==> src/rtl/xz_pkg.sv <==
package xz_pkg;

    typedef enum logic [2:0] {
        ST_IDLE,
        ST_PICK,
        ST_READ,
        ST_ACC,
        ST_WRITE,
        ST_ADV,
        ST_DONE
    } xz_state_t;

    localparam int CTL_W       = 32;
    localparam int FIELD_W     = 3;
    localparam int FIELDS_WORD = 8;
    localparam int FIELD_LSB   = 1;

    localparam int BIT_IRQ_EN  = 0;
    localparam int RANGE_LSB   = 25;
    localparam int BIT_DONE    = 28;
    localparam int BIT_ZERR    = 29;
    localparam int BIT_ZEN     = 30;
    localparam int BIT_DWE     = 31;

    localparam logic [2:0] CMD_XOR   = 3'd1;
    localparam logic [2:0] CMD_BFILL = 3'd2;
    localparam logic [2:0] CMD_LOAD  = 3'd7;

endpackage

==> src/rtl/xz_src_decode.sv <==
module xz_src_decode
    import xz_pkg::*;
#(
    parameter int MAX_SRC = 32,
    parameter int N_EXT   = 3
) (
    input  logic [CTL_W-1:0]            main_w,
    input  logic [N_EXT-1:0][CTL_W-1:0] ext_w,
    output logic [MAX_SRC-1:0]          src_en,
    output logic                        fill
);
    logic [1:0] range_sel;
    assign range_sel = main_w[RANGE_LSB +: 2];
    assign fill      = (main_w[FIELD_LSB +: FIELD_W] == CMD_BFILL);

    logic unused_bits;
    assign unused_bits = ^{main_w[BIT_IRQ_EN], main_w[CTL_W-1:RANGE_LSB+2], ext_w};

    for (genvar i = 0; i < MAX_SRC; i++) begin : g_src
        localparam int WSEL = i / FIELDS_WORD;
        localparam int FPOS = FIELD_LSB + FIELD_W * (i % FIELDS_WORD);
        localparam int TIER = (i < 4) ? 0 : (i < 8) ? 1 : (i < 16) ? 2 : 3;
        logic [FIELD_W-1:0] code;
        logic               tier_ok;
        if (WSEL == 0) begin : g_main
            assign code = main_w[FPOS +: FIELD_W];
        end else begin : g_ext
            assign code = ext_w[WSEL-1][FPOS +: FIELD_W];
        end
        assign tier_ok = (range_sel >= 2'(TIER));
        if (i == 0) begin : g_first
            assign src_en[i] = tier_ok && ((code == CMD_LOAD) || (code == CMD_XOR));
        end else begin : g_other
            assign src_en[i] = tier_ok && (code == CMD_XOR);
        end
    end
endmodule

==> src/rtl/xz_lowest.sv <==
module xz_lowest #(
    parameter int N     = 32,
    parameter int IDX_W = 5
) (
    input  logic [N-1:0]     req,
    output logic             found,
    output logic [IDX_W-1:0] idx
);
    always_comb begin
        found = 1'b0;
        idx   = '0;
        for (int j = N - 1; j >= 0; j--) begin
            if (req[j]) begin
                found = 1'b1;
                idx   = IDX_W'(j);
            end
        end
    end
endmodule

==> src/rtl/xz_word_count.sv <==
module xz_word_count #(
    parameter int CNT_W         = 32,
    parameter int XOR_MAX_BYTES = 16777216,
    parameter int ZC_MAX_BYTES  = 1024,
    parameter int BYTE_SHIFT    = 2
) (
    input  logic [CNT_W-1:0] bytes,
    input  logic             zero_check,
    output logic [CNT_W-1:0] words
);
    logic [CNT_W-1:0] limit;
    logic [CNT_W-1:0] eff;

    assign limit = zero_check ? CNT_W'(ZC_MAX_BYTES) : CNT_W'(XOR_MAX_BYTES);
    assign eff   = (bytes > limit) ? limit : bytes;
    assign words = eff >> BYTE_SHIFT;
endmodule

==> src/rtl/xz_engine.sv <==
module xz_engine
    import xz_pkg::*;
#(
    parameter int MAX_SRC       = 32,
    parameter int WORD_W        = 32,
    parameter int CNT_W         = 32,
    parameter int XOR_MAX_BYTES = 16777216,
    parameter int ZC_MAX_BYTES  = 1024
) (
    input  logic                      clk,
    input  logic                      rst_n,
    input  logic                      start,
    input  logic [CTL_W-1:0]          desc_ctrl,
    input  logic [3*CTL_W-1:0]        desc_ext,
    input  logic [MAX_SRC*WORD_W-1:0] src_addr,
    input  logic [WORD_W-1:0]         dst_addr,
    input  logic [CNT_W-1:0]          byte_cnt,
    output logic                      mem_req,
    output logic                      mem_we,
    output logic [WORD_W-1:0]         mem_addr,
    output logic [WORD_W-1:0]         mem_wdata,
    input  logic [WORD_W-1:0]         mem_rdata,
    output logic                      busy,
    output logic                      done,
    output logic                      irq,
    output logic [CTL_W-1:0]          status_word
);
    localparam int IDX_W  = (MAX_SRC > 1) ? $clog2(MAX_SRC) : 1;
    localparam int N_EXT  = 3;
    localparam int STEP   = WORD_W / 8;
    localparam int SHIFT  = $clog2(STEP);

    xz_state_t state, nxt;

    logic [CTL_W-1:0]            ctrl_q;
    logic [N_EXT-1:0][CTL_W-1:0] ext_q;
    logic [WORD_W-1:0]           src_q [MAX_SRC];
    logic [WORD_W-1:0]           dst_q;
    logic [CNT_W-1:0]            words_left;
    logic [WORD_W-1:0]           offs;
    logic [WORD_W-1:0]           acc;
    logic [IDX_W-1:0]            cur;
    logic                        zerr;
    logic [CTL_W-1:0]            status_q;

    logic [MAX_SRC-1:0] src_en;
    logic               fill;
    logic [CNT_W-1:0]   words_in;
    logic [MAX_SRC-1:0] above_cur;
    logic [MAX_SRC-1:0] search_vec;
    logic               pick_found;
    logic [IDX_W-1:0]   pick_idx;
    logic               any_en;
    logic               dwe;
    logic               zen;
    logic               finish_now;
    logic [WORD_W-1:0]  acc_nx;

    xz_src_decode #(.MAX_SRC(MAX_SRC), .N_EXT(N_EXT)) u_decode (
        .main_w (ctrl_q),
        .ext_w  (ext_q),
        .src_en (src_en),
        .fill   (fill)
    );

    xz_word_count #(
        .CNT_W(CNT_W), .XOR_MAX_BYTES(XOR_MAX_BYTES),
        .ZC_MAX_BYTES(ZC_MAX_BYTES), .BYTE_SHIFT(SHIFT)
    ) u_count (
        .bytes      (byte_cnt),
        .zero_check (desc_ctrl[BIT_ZEN]),
        .words      (words_in)
    );

    always_comb begin
        for (int j = 0; j < MAX_SRC; j++) begin
            above_cur[j] = (j > int'(cur));
        end
        search_vec = (state == ST_ACC) ? (src_en & above_cur) : src_en;
    end

    xz_lowest #(.N(MAX_SRC), .IDX_W(IDX_W)) u_lowest (
        .req   (search_vec),
        .found (pick_found),
        .idx   (pick_idx)
    );

    assign any_en     = |src_en;
    assign dwe        = ctrl_q[BIT_DWE];
    assign zen        = ctrl_q[BIT_ZEN];
    assign finish_now = (words_left == '0) || (!dwe && (fill || !any_en));
    assign acc_nx     = acc ^ mem_rdata;

    // state register
    always_ff @(posedge clk or negedge rst_n) begin
        if (!rst_n) state <= ST_IDLE;
        else        state <= nxt;
    end

    // next-state logic
    always_comb begin
        nxt = state;
        unique case (state)
            ST_IDLE:  if (start) nxt = ST_PICK;
            ST_PICK: begin
                if (finish_now)  nxt = ST_DONE;
                else if (fill)   nxt = ST_WRITE;
                else if (any_en) nxt = ST_READ;
                else             nxt = ST_WRITE;
            end
            ST_READ:  nxt = ST_ACC;
            ST_ACC: begin
                if (pick_found) nxt = ST_READ;
                else if (dwe)   nxt = ST_WRITE;
                else            nxt = ST_ADV;
            end
            ST_WRITE: nxt = ST_ADV;
            ST_ADV:   nxt = ST_PICK;
            ST_DONE:  nxt = ST_IDLE;
            default:  nxt = ST_IDLE;
        endcase
    end

    // datapath registers
    always_ff @(posedge clk or negedge rst_n) begin
        if (!rst_n) begin
            ctrl_q     <= '0;
            ext_q      <= '0;
            dst_q      <= '0;
            words_left <= '0;
            offs       <= '0;
            acc        <= '0;
            cur        <= '0;
            zerr       <= 1'b0;
            status_q   <= '0;
            for (int i = 0; i < MAX_SRC; i++) src_q[i] <= '0;
        end else begin
            unique case (state)
                ST_IDLE: begin
                    if (start) begin
                        ctrl_q     <= desc_ctrl;
                        ext_q      <= desc_ext;
                        dst_q      <= dst_addr;
                        words_left <= words_in;
                        offs       <= '0;
                        zerr       <= 1'b0;
                        for (int i = 0; i < MAX_SRC; i++)
                            src_q[i] <= src_addr[i*WORD_W +: WORD_W];
                    end
                end
                ST_PICK: begin
                    acc <= fill ? src_q[0] : '0;
                    cur <= pick_idx;
                    if (finish_now)
                        status_q <= {ctrl_q[BIT_DWE], ctrl_q[BIT_ZEN], zerr, 1'b1,
                                     ctrl_q[BIT_DONE-1:0]};
                end
                ST_ACC: begin
                    acc <= acc_nx;
                    cur <= pick_idx;
                    if (!pick_found && zen && (acc_nx != '0)) zerr <= 1'b1;
                end
                ST_ADV: begin
                    offs       <= offs + WORD_W'(STEP);
                    words_left <= words_left - CNT_W'(1);
                end
                default: ;
            endcase
        end
    end

    // outputs
    always_comb begin
        mem_req   = (state == ST_READ) || (state == ST_WRITE);
        mem_we    = (state == ST_WRITE);
        mem_addr  = (state == ST_READ) ? (src_q[cur] + offs) : (dst_q + offs);
        mem_wdata = acc;
        busy      = (state != ST_IDLE);
        done      = (state == ST_DONE);
        irq       = (state == ST_DONE) && ctrl_q[BIT_IRQ_EN];
    end

    assign status_word = status_q;


    req_busy_chk: assert property (@(posedge clk) disable iff (!rst_n)
        mem_req |-> busy);

    irq_done_chk: assert property (@(posedge clk) disable iff (!rst_n)
        irq |-> done);

    done_pulse_chk: assert property (@(posedge clk) disable iff (!rst_n)
        done |=> !done);

    no_write_chk: assert property (@(posedge clk) disable iff (!rst_n)
        (busy && !dwe) |-> !(mem_req && mem_we));

    fill_noread_chk: assert property (@(posedge clk) disable iff (!rst_n)
        (busy && fill) |-> !(mem_req && !mem_we));

    hold_desc_chk: assert property (@(posedge clk) disable iff (!rst_n)
        (busy && start) |=> $stable(ctrl_q));
endmodule

==> config.mk <==
export PLATFORM = sky130hd
export DESIGN_NAME = xz_engine
export DESIGN_NICKNAME = d
export VERILOG_FILES = /design/src/rtl/xz_pkg.sv /design/src/rtl/xz_src_decode.sv /design/src/rtl/xz_lowest.sv /design/src/rtl/xz_word_count.sv /design/src/rtl/xz_engine.sv
export SDC_FILE = /design/constraint.sdc
export NUM_CORES = 2
export LEC_CHECK = 0
export CAP_MARGIN = 20
export CORE_AREA = 2 2 533 535
export CTS_CLUSTER_DIAMETER = 80
export CTS_CLUSTER_SIZE = 20
export DETAILED_ROUTE_END_ITERATION = 10
export DIE_AREA = 0 0 535 537
export DONT_BUFFER_PORTS = 1
export HOLD_SLACK_MARGIN = 0.12
export SETUP_SLACK_MARGIN = 0.1
export SYNTH_ARGS = -nofsm -noshare
export SYNTH_HDL_FRONTEND = slang
export SYNTH_SLANG_ARGS = --single-unit
==> constraint.sdc <==
create_clock -name clk -period 12.6 [get_ports clk]
set_input_delay 2.52 -clock clk [delete_from_list [all_inputs] [get_ports clk]]
set_output_delay 2.52 -clock clk [all_outputs]
set_load 0.1 [all_outputs]
Yosys cells after proc, flatten, opt, wreduce, memory -nomap -nowiden. Index checks and enable logic that the tools add are counted. W data, S select, Z words.

Register bits after elaboration: 1300. Input bits: 1251. Output and inout bits: 101. Word-level logic and storage cells: 273.

Bitwise logic cells: 3. Order comparisons: 37. Multiplexer cells: 87. $add $sub $neg: 4. Reduce and logical (&&, ||, !) cells: 56. Equality and inequality tests: 42.

Operator list (number): $mux W32 (8); $pmux W32 S2 (3); $bmux W32 S5 (1); $mux W5 (32); $eq A3 B1 Y1 const B (33); $gt A5 B5 Y1 const A (16); $add A32 B32 Y32 (2); $gt A4 B5 Y1 const A (8); $logic_and A1 B1 Y1 (36); $mux W1 (35); $add A32 B3 Y32 const B (1); $and A32 B32 Y32 (1); $gt A32 B32 Y1 (1); $logic_not A32 Y1 (1); $reduce_bool A32 Y1 (1); $reduce_or A32 Y1 (1); $sub A32 B1 Y32 const B (1); $xor A32 B32 Y32 (1); $mux W25 (1); $gt A3 B5 Y1 const A (4); $pmux W3 S6 (1); $mux W3 (5); $eq A3 B3 Y1 const B (4); $gt A2 B5 Y1 const A (2); other kinds (17) (30).

Logic depth before layout (Yosys ltp).
Depth after elaboration: 42. Mapped depth: 19. Depth with buffers taken out: 14.

Modules after synthesis. From an unflattened synthesis, not the netlist that was laid out.

Cell total of the unflattened synthesis: 6886. Area, all modules: 62471.2 um^2.

Modules (own cells, without submodules): xz_engine (sequential area each 33006.7 um^2, area an instance 61232.5 um^2, cells each 6730, instances 1); xz_src_decode (sequential area each 0.0 um^2, area an instance 480.5 um^2, cells each 37, instances 1); xz_word_count (sequential area each 0.0 um^2, area an instance 387.9 um^2, cells each 54, instances 1); xz_lowest (sequential area each 0.0 um^2, area an instance 370.4 um^2, cells each 65, instances 1).

Worst setup path before layout. Ideal clock, no wire load.

Path type: register -> output. From: register cur[0]. To: output port mem_addr[29]. Arrival: 6.782 ns. Slack: 3.298 ns. Path buffers: 4. Data required time: 10.080 ns. Cell stages (with the launch flop): 19. Cell sequence: dfrtp_1 -> clkbuf_1 -> buf_1 -> clkbuf_1 -> buf_1 -> mux4_2 -> mux4_2 -> mux2i_1 -> a21oi_1 -> ha_1 -> a211o_1 -> a2111o_1 -> a211o_1 -> a21oi_1 -> nor2_1 -> or4_1 -> a31oi_1 -> o21ai_0 -> xor2_1.

Longest elaborated chain between the ends: 6.

RTL lines: start: declaration (line xz_engine.sv:42) `logic [IDX_W-1:0] cur;`; start signal: assignment (line xz_engine.sv:153) `cur <= pick_idx;`; start signal: assignment (line xz_engine.sv:160) `cur <= pick_idx;`; $not A5 Y6 (not written as such) (line xz_engine.sv:176) `mem_addr = (state == ST_READ) ? (src_q[cur] + offs) : (dst_q + offs);`; $bmux W32 S5 (line xz_engine.sv:176); $mux W32 (not written as such) (2 in series) (line xz_engine.sv:176); $add A32 B32 Y32 (line xz_engine.sv:176); $mux W32 (line xz_engine.sv:176); end: declaration (line xz_engine.sv:20) `output logic [WORD_W-1:0] mem_addr,`.

Every way passes these cells. The select of a mux whose other input is x is not followed.

Worst setup path in the final report.
From: register cur[1]. To: output port mem_addr[29].

Same word-level chain as after synthesis.

==> impl_metrics.tcl <==
set metrics [dict create \
    overflow 0 \
    place_congestion 0.9055 \
    worst_ep_arrival_time_ns 7.69 \
    cts_repair_resize_count 0 \
    final_antenna_net_count 0 \
    via_count 47470 \
    async_reset_ff_share_pct 100.0 \
    detail_route.first_pass.iterations 6 \
    finalHoldViolCount 0 \
    p_per_area_nw_per_um2 301.0 \
    critical_path.startpoint_type "flip-flop" \
    fin_nets 7639 \
    cts_made_buffers 100 \
    finalWorstPathRequiredPeriod_ns 10.21 \
    power.leakage_nw 32.95 \
    synthesis.nets 7841 \
    synthDominantCellAreaShare_pct 53.05 \
    max_clock_freq_ghz 0.09794 \
    outcome "finished, final reports clean" \
    rows 195 \
    detail_route.wirelength_um 278600 \
    grt_antenna_before_repair 171 \
    vdd.ir_drop.worst_mv 0.2084 \
    post-synth-top-count-cell "nand2_1" \
    first_pass_grt_wire_length_um 376000 \
    post-route-period-util_pct 81.03 \
    setup_viol_count_final 0 \
    postSynthRegisterBits 1293 \
    cts_max_path_buffers 4 \
    clkLatencyLatePin_ns 0.86 \
    timing.hold.worst.class "flip-flop to flip-flop" \
    critical_path.endpoint_type "primary output" \
    critical_path_required_ns 10.08 \
    drt_iter0_drc 4150 \
    hold_buffers 0 \
    post-route-util_pct 24.58 \
    initial_utilization_pct 21.68 \
    grt_start_max_net_pins 223 \
    worst_setup_hold_path_clk_slew_ns 0.07 \
    report.final.slew_viol_count 0 \
    ios 1352 \
    die_x_um 535 \
    syn_avg_cell_area_um2 9.303 \
    coreArea_um2 281300 \
    vias_per_cell 4.641 \
    htreeDepth 3 \
    cap_violations 0 \
    register_area_um2 32370 \
    drt_drc_violations_left 0 \
    synth-seq-area-share_pct 53.05 \
    worst-path-max-fanout 43 \
    root_buffer "clkbuf_16" \
    post_route_cells_drive_above_1_share_pct 10.08 \
    worst_margin_pin_slew_ns 1.337 \
    totalNegativeSetupSlack_ns 0 \
    maxSlewHeadroom_pct 10.87 \
    clock-skew-final_ns 0.05925 \
    area_used_by_multi_input_combinational_logic_um2 27370 \
    worst_slack_after_detailed_placement_ns 3.042 \
    synth_warnings 0 \
    place.port_buffers 0 \
    netlist_top_cells_count "3,568 x nand2_1, 1,293 x dfrtp_1, 351 x clkbuf_1" \
    dieArea_um2 287300 \
    areaGrowthSynthToFinish_pct 13.36 \
    setup_slack_ns 2.390 \
    post_cts_buffers 0 \
    cts_tree "built" \
    cts_num_sinks 1293 \
    die_y_um 537 \
    cells_after_synthesis 6556 \
    synth-main-ff-cell "dfrtp_1" \
    setup_repair_after_global_routing_missed_its_margin "false" \
    category_of_the_critical_setup_timing_path "flip-flop to primary output" \
    grt_util_all_layers_pct 18.70 \
    number_of_synthesized_flops_with_an_enable_pin 0 \
    detailed_place_hpwl_um 218700 \
    synthesis.area_um2 60990 \
    synth_area_leader_cell "dfrtp_1" \
    synth.area.top_cells "dfrtp_1 53%, nand2_1 22%, mux4_2 12%" \
    wl_per_cell_um 27.23 \
    yosysUniqueCellTypes 76 \
    num-fill-cells 30350 \
    first_global_vias 46160 \
]
-- worst max-delay path: stages, from the launching register on --
cell      delay, ns
dfrtp_4        0.82
buf_4          0.42
buf_4          0.63
mux4_2         0.46
mux4_2         0.48
mux2i_1        0.34
a21oi_1        0.15
ha_1           0.40
a211o_1        0.30
a2111o_1       0.40
a211o_1        0.33
a21oi_1        0.25
nor2_1         0.17
or4_1          0.62
a31oi_1        0.19
o21ai_0        0.20
xor2_4         0.19
buf_4          0.34
-- through the flow --
step / power [mW] / cell area (um2) / hold WS, ns / std cells
after detailed placement: 17.71 / 65650 / 0.4565 / 9994
after global routing: 22.11 / 69050 / 0.4894 / 10200
final: 20.81 / 69130 / 0.4694 / 10230
after global placement: 17.50 / 65570 / 0.4500 / 9991
after floorplan: 13.53 / 60990 / 0.4369 / 6556
after CTS: 21.17 / 68910 / 0.4739 / 10150
-- metal layers --
metal  vias up  wire length, um  global-route usage [%]
met3       486            26070                   6.014
met2      2121           128700                   29.31
met1     23710           110000                   23.05
met4        56            13470                   9.465
li1      21100                -                       -
met5         -              363                       0
-- layout make-up --
cell class	count	area share, %
antenna	78	0.2823
tap	3743	6.774
timing repair buffer	87	1.698
clock inverter	39	0.8868
clock buffer	117	3.830
sequential	1293	46.82
inverter	22	0.1267
multi-input combinational	4850	39.58
-- sequential cells by signal (all words and copies together) (netlist names) --
signal / flops
status_word: 32
src_q: 1024
ctrl_q: 30
ext_q: 72
cur: 5
state: 3
mem_wdata: 32
dst_q: 32
offs: 30
zerr: 1
words_left: 32
-- logic make-up after synthesis --
kind of cell	Yosys count	synth area share [%]
other	1	0.006149
buffers and inverters	413	2.579
and+or+nand+nor	3966	25.51
adders and majority gates	34	0.6975
DFF	1293	53.05
muxes	390	13.20
AOI/OAI and AO/OA	395	4.033
xor gates and xnor gates	64	0.9191
-- where the power goes --
part / leakage, nW / internal (mW) / switching [mW] / total, mW
registers: 16.2 / 6.01 / 2.17 / 8.18
clock network: 1.58 / 1.64 / 1.75 / 3.40
logic: 15.2 / 3.30 / 5.93 / 9.23
total: 32.9 / 11.0 / 9.85 / 20.8
-- worst paths after layout --
path	from	endpoint	slack, ns	cells after the start
min reg2reg	ext_q[65]	ext_q[65]	0.47	2
min in group asynchronous	rst_n	mem_wdata[24]	1.41	0
min	ext_q[65]	ext_q[65]	0.47	2
max reg2reg	cur[2]	state[1]	8.33	11
max	cur[1]	mem_addr[29]	2.39	17
max in group asynchronous	rst_n	src_q[60]	7.27	4
-- layout by cell type, fill, tap and decap left out, types with 11 or more instances in the layout --
master	count
inv_1	20
and3_1	16
mux2i_1	40
xnor2_2	17
o21ai_0	108
o211ai_1	17
nand2_1	3567
mux2_4	28
buf_16	16
a211oi_1	41
ha_1	34
buf_12	16
mux4_2	320
nor2_1	131
nor4b_1	18
nand2b_1	11
nand4_1	17
a21oi_1	122
nand3_1	80
dfrtp_1	1289
and2_1	12
diode_2	78
clkbuf_16	101
buf_4	55
nor3_1	29
xor2_1	34
nor4_1	18
a21o_1	15
(Power assumes the default switching activity.)
